<file path="src/rtl/pairload_pkg.sv">
package pairload_pkg;
  localparam logic [9:0] FORM_POST = 10'b1110110011;
  localparam logic [9:0] FORM_PRE  = 10'b1110110111;
  localparam logic [9:0] FORM_OFF  = 10'b1110110101;

  localparam logic [1:0] OVL_UNDEF = 2'd0;
  localparam logic [1:0] OVL_NOP   = 2'd1;
  localparam logic [1:0] OVL_ONES  = 2'd2;

  typedef enum logic [2:0] {
    ST_IDLE, ST_REQ1, ST_WAIT1, ST_REQ2, ST_WAIT2, ST_DONE
  } seqState_t;

  typedef struct packed {
    logic undef;
    logic nop;
    logic trap;
    logic align;
  } faults_t;

  typedef struct packed {
    logic loadOp;
    logic capFirst;
    logic capSecond;
    logic capBoth;
    logic secondAddr;
  } dpStrobe_t;
endpackage

</file>
<file path="src/rtl/pairload_decode.sv">
module pairload_decode
  import pairload_pkg::*;
#(
  parameter int ADDR_W = 64,
  parameter int DATA_W = 128
) (
  input  logic [31:0]       instr,
  input  logic [ADDR_W-1:0] baseGpr,
  input  logic [ADDR_W-1:0] baseSp,
  input  logic              featFp,
  input  logic              featUnpriv,
  input  logic              fpEnable,
  input  logic [1:0]        overlapPolicy,
  output logic [ADDR_W-1:0] accAddr,
  output logic [ADDR_W-1:0] wbAddr,
  output logic              wbEn,
  output logic              tagReq,
  output logic              useSp,
  output logic [4:0]        rt1,
  output logic [4:0]        rt2,
  output faults_t           faults,
  output logic              forceOnes,
  output logic              abort
);
  localparam int IMM_W = 7;
  localparam int SCALE = $clog2(DATA_W / 8);
  localparam int EXT_W = ADDR_W - IMM_W - SCALE;

  logic [9:0]        opcode;
  logic [IMM_W-1:0]  imm;
  logic [4:0]        rn;
  logic              isPost, isPre, isOff, formOk, sameDest, badFeat;
  logic [ADDR_W-1:0] offset, base, sum;

  always_comb begin
    opcode  = instr[31:22];
    imm     = instr[21:15];
    rt2     = instr[14:10];
    rn      = instr[9:5];
    rt1     = instr[4:0];
    isPost  = opcode == FORM_POST;
    isPre   = opcode == FORM_PRE;
    isOff   = opcode == FORM_OFF;
    formOk  = isPost | isPre | isOff;
    wbEn    = isPost | isPre;
    useSp   = rn == 5'd31;
    offset  = {{EXT_W{imm[IMM_W-1]}}, imm, {SCALE{1'b0}}};
    base    = useSp ? baseSp : baseGpr;
    sum     = base + offset;
    accAddr = isPost ? base : sum;
    wbAddr  = sum;
    tagReq  = wbEn | ~useSp;

    sameDest = rt1 == rt2;
    badFeat  = ~formOk | ~featFp | ~featUnpriv;
    faults.undef = badFeat | (sameDest & (overlapPolicy != OVL_NOP) & (overlapPolicy != OVL_ONES));
    faults.nop   = ~faults.undef & sameDest & (overlapPolicy == OVL_NOP);
    faults.trap  = ~faults.undef & ~faults.nop & ~fpEnable;
    faults.align = ~faults.undef & ~faults.nop & ~faults.trap & useSp & (|base[SCALE-1:0]);
    abort     = |faults;
    forceOnes = sameDest & (overlapPolicy == OVL_ONES) & ~abort;
  end
endmodule

</file>
<file path="src/rtl/pairload_ctrl.sv">
module pairload_ctrl
  import pairload_pkg::*;
(
  input  logic      clk,
  input  logic      rstN,
  input  logic      start,
  input  logic      abort,
  input  logic      pairQ,
  input  logic      memReqReady,
  input  logic      memRspValid,
  output dpStrobe_t strobe,
  output logic      memReqValid,
  output logic      done
);
  seqState_t state, nextState;

  always_ff @(posedge clk) begin
    if (!rstN) state <= ST_IDLE;
    else       state <= nextState;
  end

  always_comb begin
    nextState   = state;
    strobe      = '0;
    memReqValid = 1'b0;
    done        = 1'b0;
    case (state)
      ST_IDLE: if (start) begin
        strobe.loadOp = 1'b1;
        nextState     = abort ? ST_DONE : ST_REQ1;
      end
      ST_REQ1: begin
        memReqValid = 1'b1;
        if (memReqReady) nextState = ST_WAIT1;
      end
      ST_WAIT1: if (memRspValid) begin
        if (pairQ) begin
          strobe.capBoth = 1'b1;
          nextState      = ST_DONE;
        end else begin
          strobe.capFirst = 1'b1;
          nextState       = ST_REQ2;
        end
      end
      ST_REQ2: begin
        memReqValid       = 1'b1;
        strobe.secondAddr = 1'b1;
        if (memReqReady) nextState = ST_WAIT2;
      end
      ST_WAIT2: if (memRspValid) begin
        strobe.capSecond = 1'b1;
        nextState        = ST_DONE;
      end
      ST_DONE: begin
        done      = 1'b1;
        nextState = ST_IDLE;
      end
      default: nextState = ST_IDLE;
    endcase
  end
endmodule

</file>
<file path="src/rtl/pairload_dp.sv">
module pairload_dp
  import pairload_pkg::*;
#(
  parameter int ADDR_W = 64,
  parameter int DATA_W = 128
) (
  input  logic                clk,
  input  logic                rstN,
  input  dpStrobe_t           strobe,
  input  logic                done,
  input  logic [ADDR_W-1:0]   accAddr,
  input  logic [ADDR_W-1:0]   wbAddr,
  input  logic                wbEn,
  input  logic                tagReq,
  input  logic                useSp,
  input  logic [4:0]          rt1,
  input  logic [4:0]          rt2,
  input  faults_t             faults,
  input  logic                forceOnes,
  input  logic                pairMode,
  input  logic                bigEndian,
  input  logic [2*DATA_W-1:0] memRspData,
  output logic                pairQ,
  output logic [ADDR_W-1:0]   memReqAddr,
  output logic                memReqSize,
  output logic                flagUndef,
  output logic                flagTrap,
  output logic                flagNop,
  output logic                flagAlign,
  output logic                tagCheck,
  output logic [4:0]          dest1,
  output logic [4:0]          dest2,
  output logic [DATA_W-1:0]   dataOut1,
  output logic [DATA_W-1:0]   dataOut2,
  output logic                wbValid,
  output logic                wbToSp,
  output logic [ADDR_W-1:0]   wbValue
);
  localparam int BYTES = DATA_W / 8;

  logic [ADDR_W-1:0] accQ, wbQ;
  logic              wbEnQ, onesQ, bigQ;
  faults_t           faultQ;
  logic [DATA_W-1:0] d1Q, d2Q;
  logic [DATA_W-1:0] rspLo, rspHi;

  assign rspLo = memRspData[DATA_W-1:0];
  assign rspHi = memRspData[2*DATA_W-1:DATA_W];

  always_ff @(posedge clk) begin
    if (!rstN) begin
      accQ <= '0; wbQ <= '0; wbEnQ <= 1'b0; onesQ <= 1'b0; bigQ <= 1'b0;
      pairQ <= 1'b0; faultQ <= '0; tagCheck <= 1'b0; wbToSp <= 1'b0;
      dest1 <= '0; dest2 <= '0; d1Q <= '0; d2Q <= '0;
    end else if (strobe.loadOp) begin
      accQ <= accAddr; wbQ <= wbAddr; wbEnQ <= wbEn; onesQ <= forceOnes;
      bigQ <= bigEndian; pairQ <= pairMode; faultQ <= faults;
      tagCheck <= tagReq; wbToSp <= useSp; dest1 <= rt1; dest2 <= rt2;
      d1Q <= '0; d2Q <= '0;
    end else begin
      if (strobe.capFirst) d1Q <= rspLo;
      if (strobe.capSecond) d2Q <= rspLo;
      if (strobe.capBoth) begin
        d1Q <= bigQ ? rspHi : rspLo;
        d2Q <= bigQ ? rspLo : rspHi;
      end
    end
  end

  always_comb begin
    memReqAddr = strobe.secondAddr ? accQ + ADDR_W'(BYTES) : accQ;
    memReqSize = pairQ & ~strobe.secondAddr;
    flagUndef  = done & faultQ.undef;
    flagTrap   = done & faultQ.trap;
    flagNop    = done & faultQ.nop;
    flagAlign  = done & faultQ.align;
    wbValid    = done & wbEnQ & ~(|faultQ);
    wbValue    = wbQ;
    dataOut1   = onesQ ? '1 : d1Q;
    dataOut2   = onesQ ? '1 : d2Q;
  end
endmodule

</file>
<file path="src/rtl/pairload_seq.sv">
module pairload_seq
  import pairload_pkg::*;
#(
  parameter int ADDR_W = 64,
  parameter int DATA_W = 128
) (
  input  logic                clk,
  input  logic                rstN,
  input  logic                start,
  input  logic [31:0]         instr,
  input  logic [ADDR_W-1:0]   baseGpr,
  input  logic [ADDR_W-1:0]   baseSp,
  input  logic                featFp,
  input  logic                featUnpriv,
  input  logic                fpEnable,
  input  logic                pairMode,
  input  logic                bigEndian,
  input  logic [1:0]          overlapPolicy,
  output logic                memReqValid,
  input  logic                memReqReady,
  output logic [ADDR_W-1:0]   memReqAddr,
  output logic                memReqSize,
  input  logic                memRspValid,
  input  logic [2*DATA_W-1:0] memRspData,
  output logic                done,
  output logic                flagUndef,
  output logic                flagTrap,
  output logic                flagNop,
  output logic                flagAlign,
  output logic                tagCheck,
  output logic [4:0]          dest1,
  output logic [4:0]          dest2,
  output logic [DATA_W-1:0]   dataOut1,
  output logic [DATA_W-1:0]   dataOut2,
  output logic                wbValid,
  output logic                wbToSp,
  output logic [ADDR_W-1:0]   wbValue
);
  logic [ADDR_W-1:0] accAddr, wbAddr;
  logic              wbEn, tagReq, useSp, forceOnes, abort, pairQ;
  logic [4:0]        rt1, rt2;
  faults_t           faults;
  dpStrobe_t         strobe;

  pairload_decode #(.ADDR_W(ADDR_W), .DATA_W(DATA_W)) uDecode (
    .instr(instr), .baseGpr(baseGpr), .baseSp(baseSp), .featFp(featFp),
    .featUnpriv(featUnpriv), .fpEnable(fpEnable), .overlapPolicy(overlapPolicy),
    .accAddr(accAddr), .wbAddr(wbAddr), .wbEn(wbEn), .tagReq(tagReq),
    .useSp(useSp), .rt1(rt1), .rt2(rt2), .faults(faults),
    .forceOnes(forceOnes), .abort(abort)
  );

  pairload_ctrl uCtrl (
    .clk(clk), .rstN(rstN), .start(start), .abort(abort), .pairQ(pairQ),
    .memReqReady(memReqReady), .memRspValid(memRspValid), .strobe(strobe),
    .memReqValid(memReqValid), .done(done)
  );

  pairload_dp #(.ADDR_W(ADDR_W), .DATA_W(DATA_W)) uDp (
    .clk(clk), .rstN(rstN), .strobe(strobe), .done(done), .accAddr(accAddr),
    .wbAddr(wbAddr), .wbEn(wbEn), .tagReq(tagReq), .useSp(useSp), .rt1(rt1),
    .rt2(rt2), .faults(faults), .forceOnes(forceOnes), .pairMode(pairMode),
    .bigEndian(bigEndian), .memRspData(memRspData), .pairQ(pairQ),
    .memReqAddr(memReqAddr), .memReqSize(memReqSize), .flagUndef(flagUndef),
    .flagTrap(flagTrap), .flagNop(flagNop), .flagAlign(flagAlign),
    .tagCheck(tagCheck), .dest1(dest1), .dest2(dest2), .dataOut1(dataOut1),
    .dataOut2(dataOut2), .wbValid(wbValid), .wbToSp(wbToSp), .wbValue(wbValue)
  );
endmodule

</file>
<file path="config.mk">
export PLATFORM = sky130hd
export DESIGN_NAME = pairload_seq
export DESIGN_NICKNAME = d
export VERILOG_FILES = /design/src/rtl/pairload_pkg.sv /design/src/rtl/pairload_decode.sv /design/src/rtl/pairload_ctrl.sv /design/src/rtl/pairload_dp.sv /design/src/rtl/pairload_seq.sv
export SDC_FILE = /design/constraint.sdc
export NUM_CORES = 1
export LEC_CHECK = 0
export BUFFER_PORTS_ARGS = -buffer_cell sky130_fd_sc_hd__buf_2
export CORE_ASPECT_RATIO = 0.6
export CORE_MARGIN = 2
export CORE_UTILIZATION = 28
export DETAILED_ROUTE_END_ITERATION = 8
export PLACE_DENSITY = 0.49
export SYNTH_ARGS = -nofsm -noshare
export SYNTH_HDL_FRONTEND = slang
export SYNTH_HIERARCHICAL = 1
export SYNTH_SLANG_ARGS = --single-unit
</file>
<file path="constraint.sdc">
create_clock -name clk -period 4.8 [get_ports clk]
set_input_delay 0.96 -clock clk [delete_from_list [all_inputs] [get_ports clk]]
set_output_delay 0.96 -clock clk [all_outputs]
set_load 0.03 [all_outputs]
</file>
# Yosys cells after proc, flatten, opt, wreduce, memory -nomap -nowiden
# Cells that the tools add are included.
word_totals:
  rom_bits: 0
  regBits: 407
  memories: 0
  in_bits: 428
  elab_cells: 115
  mem_bits_rw: 0
  latchBits: 0
op_classes:
  n_reduce_logical: 9
  n_div: 0
  muxes: 32
  mul: 0
  add_sub_neg: 2
  eq_ne: 19
  n_lt_le_gt_ge: 0
  shift: 0
  bitwise_logic: 36
ops:
  columns: ["operator", "n"]
  rows:
  - ["128-bit 2-to-1 mux", 8]
  - ["64-bit 2-to-1 mux", 3]
  - ["64-bit by 5-bit adder with 64-bit output (second input constant)", 1]
  - ["64-bit adder", 1]
  - ["10-bit == test (second input constant)", 3]
  - ["3-bit 2-to-1 mux", 7]
  - ["1-bit AND", 18]
  - ["3-bit one-hot mux with 5 select lines", 1]
  - ["1-bit 2-to-1 mux", 13]
  - ["2-bit != test (second input constant)", 6]
  - ["1-bit NOT", 12]
  - ["4-bit OR reduction", 3]
  - ["3-bit by 2-bit == test with 1-bit output (second input constant)", 2]
  - ["3-bit == test (second input constant)", 2]
  - ["1-bit bitwise OR", 6]
  - ["5-bit == test", 1]
  - ["5-bit == test (second input constant)", 1]
  - ["5-bit AND reduction", 1]
  - ["2-bit nonzero test", 2]
  - ["2-bit OR reduction", 2]
  - ["3-bit by 1-bit == test with 1-bit output (second input constant)", 1]
  - ["3-bit zero test", 1]
  - ["2-bit by 1-bit == test with 1-bit output (second input constant)", 1]
  - ["2-bit == test (second input constant)", 1]
  - ["2-bit by 1-bit != test with 1-bit output (second input constant)", 1]

# Logic depth before layout (Yosys ltp)
# Gate-level depths: netlist of the first run.
logic_depth:
  ltp_word: 21
  mapped_depth: 20

# Hierarchy
# The synthesis of the first run kept the hierarchy.
by_module_without_submodules:
  columns: ["module", "n_inst", "area_per_inst_um2", "cells_each"]
  rows:
  - ["pairload_dp", 1, 19770.2, 2256]
  - ["pairload_decode", 1, 5708.0, 952]
  - ["pairload_ctrl", 1, 272.8, 32]

# Worst setup path after synthesis of the first run
# No wires, ideal clock.
synth_timing:
  path_type: "in2reg"
  from: "input instr[7]"
  to: "register uDp.accQ[58]"
  t_required_ps: 4684
  slack_ps: 163
  n_path_buf: 2
  arrival_ps: 4521
  setup_time_ps: 116
  stages: 20
  cell_sequence: "and3_1 -> nand3_1 -> clkbuf_1 -> buf_1 -> nand2_1 -> nand2_1 -> ha_1 -> inv_1 -> fa_1 -> nand2b_1 -> a21oi_2 -> o21ai_1 -> a2111oi_4 -> o31ai_4 -> a31oi_4 -> a311oi_2 -> xnor2_1 -> mux2_1 -> mux2i_1 -> nor2b_1"
synth_via:
  elab_chain_len: 4
synth_lines:
  columns: ["item", "line", "rtl"]
  rows:
  - ["from (decl)", "pairload_seq.sv:10", "input logic [31:0] instr,"]
  - ["5-bit == test", "pairload_decode.sv:46", "useSp = rn == 5'd31;"]
  - ["64-bit 2-to-1 mux", "pairload_decode.sv:48", "base = useSp ? baseSp : baseGpr;"]
  - ["64-bit adder", "pairload_decode.sv:49", "sum = base + offset;"]
  - ["net wbAddr[58]", "pairload_seq.sv:39", "logic [ADDR_W-1:0] accAddr, wbAddr;"]
  - ["64-bit 2-to-1 mux", "pairload_decode.sv:50", "accAddr = isPost ? base : sum;"]
  - ["net accAddr[58]", "pairload_seq.sv:39", null]
  - ["to (signal assigned)", "pairload_dp.sv:56", "accQ <= accAddr; wbQ <= wbAddr; wbEnQ <= wbEn; onesQ <= forceOnes;"]
  - ["to (decl)", "pairload_dp.sv:41", "logic [ADDR_W-1:0] accQ, wbQ;"]
# The timed path passes the listed nets, and every way through them passes these cells.
# A chain may end at the register's enable or synchronous reset.

==> flow_summary.json, run 1 <==
{
  "status": "finished, final reports clean",
  "cp_max_fo": 12,
  "vias_per_cell": 4.94,
  "wire_per_inst_um": 21.4,
  "hpwlAfterDp_um": 87600,
  "clock_latency_ns": 0.62,
  "finalMaxSlewViolations": 0,
  "synth-seq-cells": 407,
  "num_rows": 86,
  "skew_ns": 0.0147,
  "rsz0062_at_grt": "false",
  "worst_pin_slew_ns": 1.20,
  "drv_cap": 0,
  "grt_use_total_pct": 23.1,
  "synth_ff_type": "dfxtp_1",
  "layout_min_cycle_time_ns": 4.58,
  "num_io_pins": 832,
  "final_util_pct": 37.1,
  "avgSynthCellArea_um2": 7.95,
  "synth_edf_count": 0,
  "cts_made_buffers": 45,
  "fmax_mhz": 219,
  "crit_type": "reg2out",
  "nets": 4591,
  "synthTopCellsByCount": "nand2_1 (483), dfxtp_1 (407), nor2_1 (324)",
  "final_cell_area_um2": 34000,
  "power.internal_w": 0.00703,
  "p_leak_nw": 16.1,
  "yosysMostFrequentCell": "nand2_1",
  "clk_pin_slew_ns": 0.06,
  "firstDrtPassIters": 6,
  "n_fill_cell": 9783,
  "clockRootBuffer": "clkbuf_16",
  "end_kind": "output pin",
  "min-delay-path-class": "reg2reg",
  "ys_seq_area_share_pct": 31.6,
  "async_flop_share_pct": 0,
  "overflow": 0,
  "areaGrowthSynthToFinish_pct": 31.9,
  "die_w_um": 396,
  "powerDensity_nw_per_um2": 328,
  "drt-initial-drc-count": 2090,
  "setup_viol": 0,
  "drt-total-wl_um": 115000,
  "tns_ns": 0,
  "h-tree-depth": 2,
  "crit_required_ns": 3.84,
  "grt_pass1_wl_um": 167000,
  "synth_top_cell_by_area": "dfxtp_1",
  "clkSinkCount": 407,
  "dr_total_vias": 26600,
  "p_seq_share_pct": 35.3,
  "switching_share_pct": 36.8,
  "synth_area_um2": 25800,
  "clock_path_buffers": 3,
  "pwr-share-clk_pct": 32.1,
  "initial_utilization_pct": 28.2,
  "ant_nets": 0,
  "ys_warn_count": 6,
  "cts_tree": "built",
  "final_cells": 5373,
  "hold_violations": 0,
  "multi_input_area_um2": 16400,
  "regArea_um2": 8160,
  "maxSlewHeadroom_pct": 19.4,
  "die_y_um": 239,
  "synth_cell_types": 86,
  "core_um2": 91500,
  "finalCritPeriodShare_pct": 95.3,
  "grt_max_degree": 152,
  "grt_pass1_vias": 24900,
  "antenna_found_initial": 32,
  "combinationalPowerShare_pct": 32.6,
  "syn_nets": 3735,
  "dieArea_um2": 94500,
  "ir_worst_vdd_v": 0.000240,
  "critPathLaunchType": "flip-flop",
  "dp.cells": 5277,
  "yosys-top-cells-area": "dfxtp_1 (32%), mux2i_1 (11%), nand2_1 (7.0%)",
  "holdWs_ns": 0.490,
  "drive_gt1_share_pct": 36.2,
  "syn_inst": 3240,
  "yosysTopAreaCellShare_pct": 31.6,
  "p_sw_w": 0.00409,
  "postPlaceCellArea_um2": 32400,
  "arrival_ns": 3.62,
  "gp_congestion": 0.922,
  "numPortBuffers": 831,
  "drc": 0
}
-- path summary, 6_finish.rpt --
path | startpoint | endpoint | slack, ns | cells past startpoint
setup reg to reg | uCtrl/state[0] | uDp/wbValue[41] | 2.23 | 6
setup / recovery | uCtrl/state[0] | memReqAddr[38] | 0.22 | 9
hold / removal | uDp/d1Q[115] | uDp/d1Q[115] | 0.49 | 2
hold reg to reg | uDp/d1Q[115] | uDp/d1Q[115] | 0.49 | 2
-- worst max-delay path: stages, from the launching register on --
cell and delay [ns]:
dfxtp_1 0.31, buf_4 0.17, nor2b_1 0.28, and2_1 0.40, buf_4 0.21, and3_1 0.45
nand4_4 0.30, or4_4 0.51, xnor2_2 0.12, buf_2 0.23
-- power groups by stage --
stage	combinational [W]	clock (W)	sequential, W
finish	0.00363	0.00358	0.00392
global route	0.00391	0.00381	0.00396
CTS	0.00362	0.00367	0.00392
detailed placement	0.00360	0	0.00399
global placement	0.00360	0	0.00399
floorplan	0.00214	0	0.00408
-- cell usage in the layout (no fill, tap or decap), drive strengths merged, types with 3 or more instances in the layout --
cell type	count
a2111oi	3
a211oi	137
a21boi	10
a21o	35
a21oi	69
a311oi	132
a31oi	10
and2	16
and3	15
and4	7
buf	1083
clkbuf	66
clkinv	10
dfxtp	407
diode	13
ha	66
inv	37
mux2	25
mux2i	285
nand2	483
nand2b	9
nand3	161
nand4	37
nor2	327
nor2b	154
nor3	38
nor4	12
o211ai	7
o21a	8
o21ai	41
o21bai	10
o31ai	5
or2	261
or3	3
xnor2	74
xor2	49
-- kinds of logic (layout without fill, tap and decap cells) --
family	after synthesis	in the layout	synth area share [%]
xor+xnor	123	123	4.21
compound gates	491	491	14.5
mux	310	310	12.2
other cells	0	13	0
flops	407	407	31.6
simple gates	1532	1532	29.1
buf+inv	310	1198	5.12
fa+ha+maj	67	67	3.28
-- stage by stage --
stage	total power (W)	setup WS [ns]
after floorplan	0.00622	0.163
after global placement	0.00759	-0.352
after detailed placement	0.00759	-0.388
after CTS	0.0112	0.0281
after global routing	0.0117	0.0240
final	0.0111	0.225
-- repair_timing --
action                     in CTS  in global routing
setup endpoints to repair      16                 18
resized for setup               5                  6
hold endpoints to repair        0                  0
hold buffers                    0                  0
pin swaps                       2                  1
setup buffers                   3                  1
-- layer usage --
| metal | GRT usage (%) | share of wire (%) | up-vias |
|---|---|---|---|
| li1 | - | - | 13000 |
| met1 | 34.2 | 48 | 12500 |
| met2 | 33.1 | 42 | 907 |
| met3 | 5.83 | 8.0 | 159 |
| met4 | 5.04 | 2.2 | 30 |
| met5 | 0 | 0.17 | - |
-- state kept, by name (all words and copies together) (netlist names), 3 cells and up --
name and cells:
uDp/d1Q 128, uDp/d2Q 128, uDp/accQ 64, uDp/wbValue 64, uDp/dest1 5, uDp/dest2 5
uDp/faultQ 4, uCtrl/state 3
-- area by class of cell --
cell class	count	share of cell area (%)
well taps	1232	4.54
clock inverters	13	0.435
diodes	13	0.0958
clock buffers	66	3.81
inverters	36	0.398
flip-flops and latches	407	24.0
multi-input cells	2523	48.3
repair buffers	1083	18.5
Note: power is estimated with default switching activity, not from simulation.
==> run 2, diff against run 1 <==
Settings changed: PLACE_DENSITY 0.49 to 0.47.
Clock period 4.8 ns to 4.5 ns, I/O delays scaled along.
==> flow_summary.json, run 2 (synthesis results as in run 1) <==
{
  "die_y_um": 239,
  "grt_use_total_pct": 23.7,
  "cts_made_buffers": 47,
  "holdCritStartpoint": "uDp/d1Q[17]",
  "cts_hold_buf": 0,
  "clock_latency_ns": 0.61,
  "clockRootBuffer": "clkbuf_16",
  "worst_hold_path.endpoint": "uDp/d1Q[17]",
  "fmax_mhz": 228,
  "skew_ns": 0.0208,
  "num_rows": 86,
  "regArea_um2": 8160,
  "hpwlAfterDp_um": 90700,
  "dieArea_um2": 94500,
  "antenna_found_initial": 34,
  "areaGrowthSynthToFinish_pct": 33.7,
  "overflow": 0,
  "p_leak_nw": 16.3,
  "drt-initial-drc-count": 2047,
  "nets": 4638,
  "cp_max_fo": 37,
  "core_um2": 91500,
  "grt_max_degree": 90,
  "numPortBuffers": 831,
  "reg_top3": "uDp/d1Q (128), uDp/d2Q (128)",
  "drt-total-wl_um": 117000,
  "drv_cap": 0,
  "arrival_ns": 4.87,
  "mostFrequentLayoutCell": "buf_2",
  "multi_input_area_um2": 16400,
  "grt_pass1_vias": 25200,
  "ant_nets": 0,
  "ir_worst_vdd_v": 0.000271,
  "finalCritPeriodShare_pct": 97.5,
  "rrSetupSlack_ns": 1.61,
  "crit_required_ns": 4.99,
  "cts_tree": "built",
  "die_w_um": 396,
  "h-tree-depth": 2,
  "min-delay-path-class": "reg2reg",
  "crit_type": "in2reg",
  "drc": 0,
  "rsz0062_at_grt": "false",
  "end_kind": "flip-flop",
  "gp_congestion": 0.913,
  "maxSlewHeadroom_pct": 30.5,
  "timing.rr.start": "uCtrl/state[1]",
  "grt_pass1_wl_um": 171000,
  "finalMaxSlewViolations": 0,
  "drive_gt1_share_pct": 37.2,
  "clk_pin_slew_ns": 0.06,
  "setup_viol": 0,
  "postPlaceCellArea_um2": 32800,
  "hold_violations": 0,
  "firstDrtPassIters": 5,
  "layout_common_cells": "buf_2 (830), nand2_1 (482), dfxtp_1 (405)",
  "wire_per_inst_um": 21.7,
  "num_io_pins": 832,
  "clock_path_buffers": 3,
  "worst_pin_slew_ns": 1.04,
  "rr_endpoint": "uDp/d2Q[74]",
  "clkSinkCount": 407,
  "vias_per_cell": 4.90,
  "status": "finished, final reports clean",
  "final_util_pct": 37.7,
  "n_fill_cell": 9768,
  "powerDensity_nw_per_um2": 349,
  "critPathLaunchType": "primary input",
  "dr_total_vias": 26600,
  "initial_utilization_pct": 28.2,
  "reg2reg_depth": 9,
  "layout_min_cycle_time_ns": 4.39,
  "hold_depth": 2,
  "final_cell_area_um2": 34400
}
[run 2: worst max-delay path by stage]
stage / end / cells after the start / slack [ns] / start
6_report: uDp/accQ[58] / 23 / 0.11 / instr[7]
5_1_grt: uDp/accQ[60] / 23 / 0.009 / instr[7]
4_1_cts: memReqAddr[49] / 10 / 0.06 / uCtrl/state[0]
3_5_place_dp: uDp/accQ[43] / 21 / -0.68 / instr[7]
3_3_place_gp: uDp/accQ[43] / 21 / -0.67 / instr[7]
2_1_floorplan: uDp/accQ[58] / 20 / 0.01 / instr[7]
[run 2: per-stage QoR]
stage / hold WS, ns / setup TNS [ns] / total power, W / setup slack, ns / std cells
2_1_floorplan: 0.471 / 0 / 0.00663 / 0.0132 / 3240
4_1_cts: 0.495 / 0 / 0.0121 / 0.0574 / 5401
3_3_place_gp: 0.481 / -22.65 / 0.00818 / -0.675 / 5321
3_5_place_dp: 0.485 / -23.54 / 0.00818 / -0.675 / 5321
6_report: 0.491 / 0 / 0.0120 / 0.113 / 5419
5_1_grt: 0.508 / 0 / 0.0126 / 0.00899 / 5415
[run 2: per-layer routing]
metal | vias up | wire length, um | GRT usage, %
met5 | - | 212 | 0
met4 | 32 | 2090 | 4.80
met3 | 150 | 8950 | 6.09
met2 | 810 | 49200 | 34.2
met1 | 12500 | 56800 | 35.0
li1 | 13100 | - | -
[run 2: timing repair]
action | CTS | global route
setup endpoints to repair | 18 | 43
resized for setup | 3 | 19
buffers inserted | 2 | 3
pin swaps | 1 | 4
[run 2: where the power goes]
part,switching (W),internal [W],leakage [nW]
Sequential,0.000269,0.00392,3.31
Combinational,0.00238,0.00158,12.2
Clock,0.00176,0.00212,0.719
[run 2: critical path, cell delays in order]
cell,delay [ns]
buf_2,0.09
and3_1,0.19
nand3_4,0.15
inv_2,0.05
buf_4,0.14
buf_12,0.16
buf_4,0.18
nand2_1,0.06
nand2_1,0.08
ha_2,0.40
nand4_1,0.19
nor2_2,0.18
buf_4,0.13
nand3_1,0.16
nor2_1,0.52
o31ai_4,0.16
a31oi_4,0.19
buf_12,0.15
a311oi_2,0.10
xnor2_1,0.17
mux2_1,0.30
mux2i_1,0.13
nor2b_1,0.06
[run 2: final cells by class]
type / count / share of cell area, %
Sequential cell: 407 / 23.7
Clock inverter: 13 / 0.403
Antenna cell: 15 / 0.109
Clock buffer: 65 / 3.87
Tap cell: 1232 / 4.48
Multi-Input combinational cell: 2523 / 47.7
Timing Repair Buffer: 1128 / 19.4
Inverter: 36 / 0.392
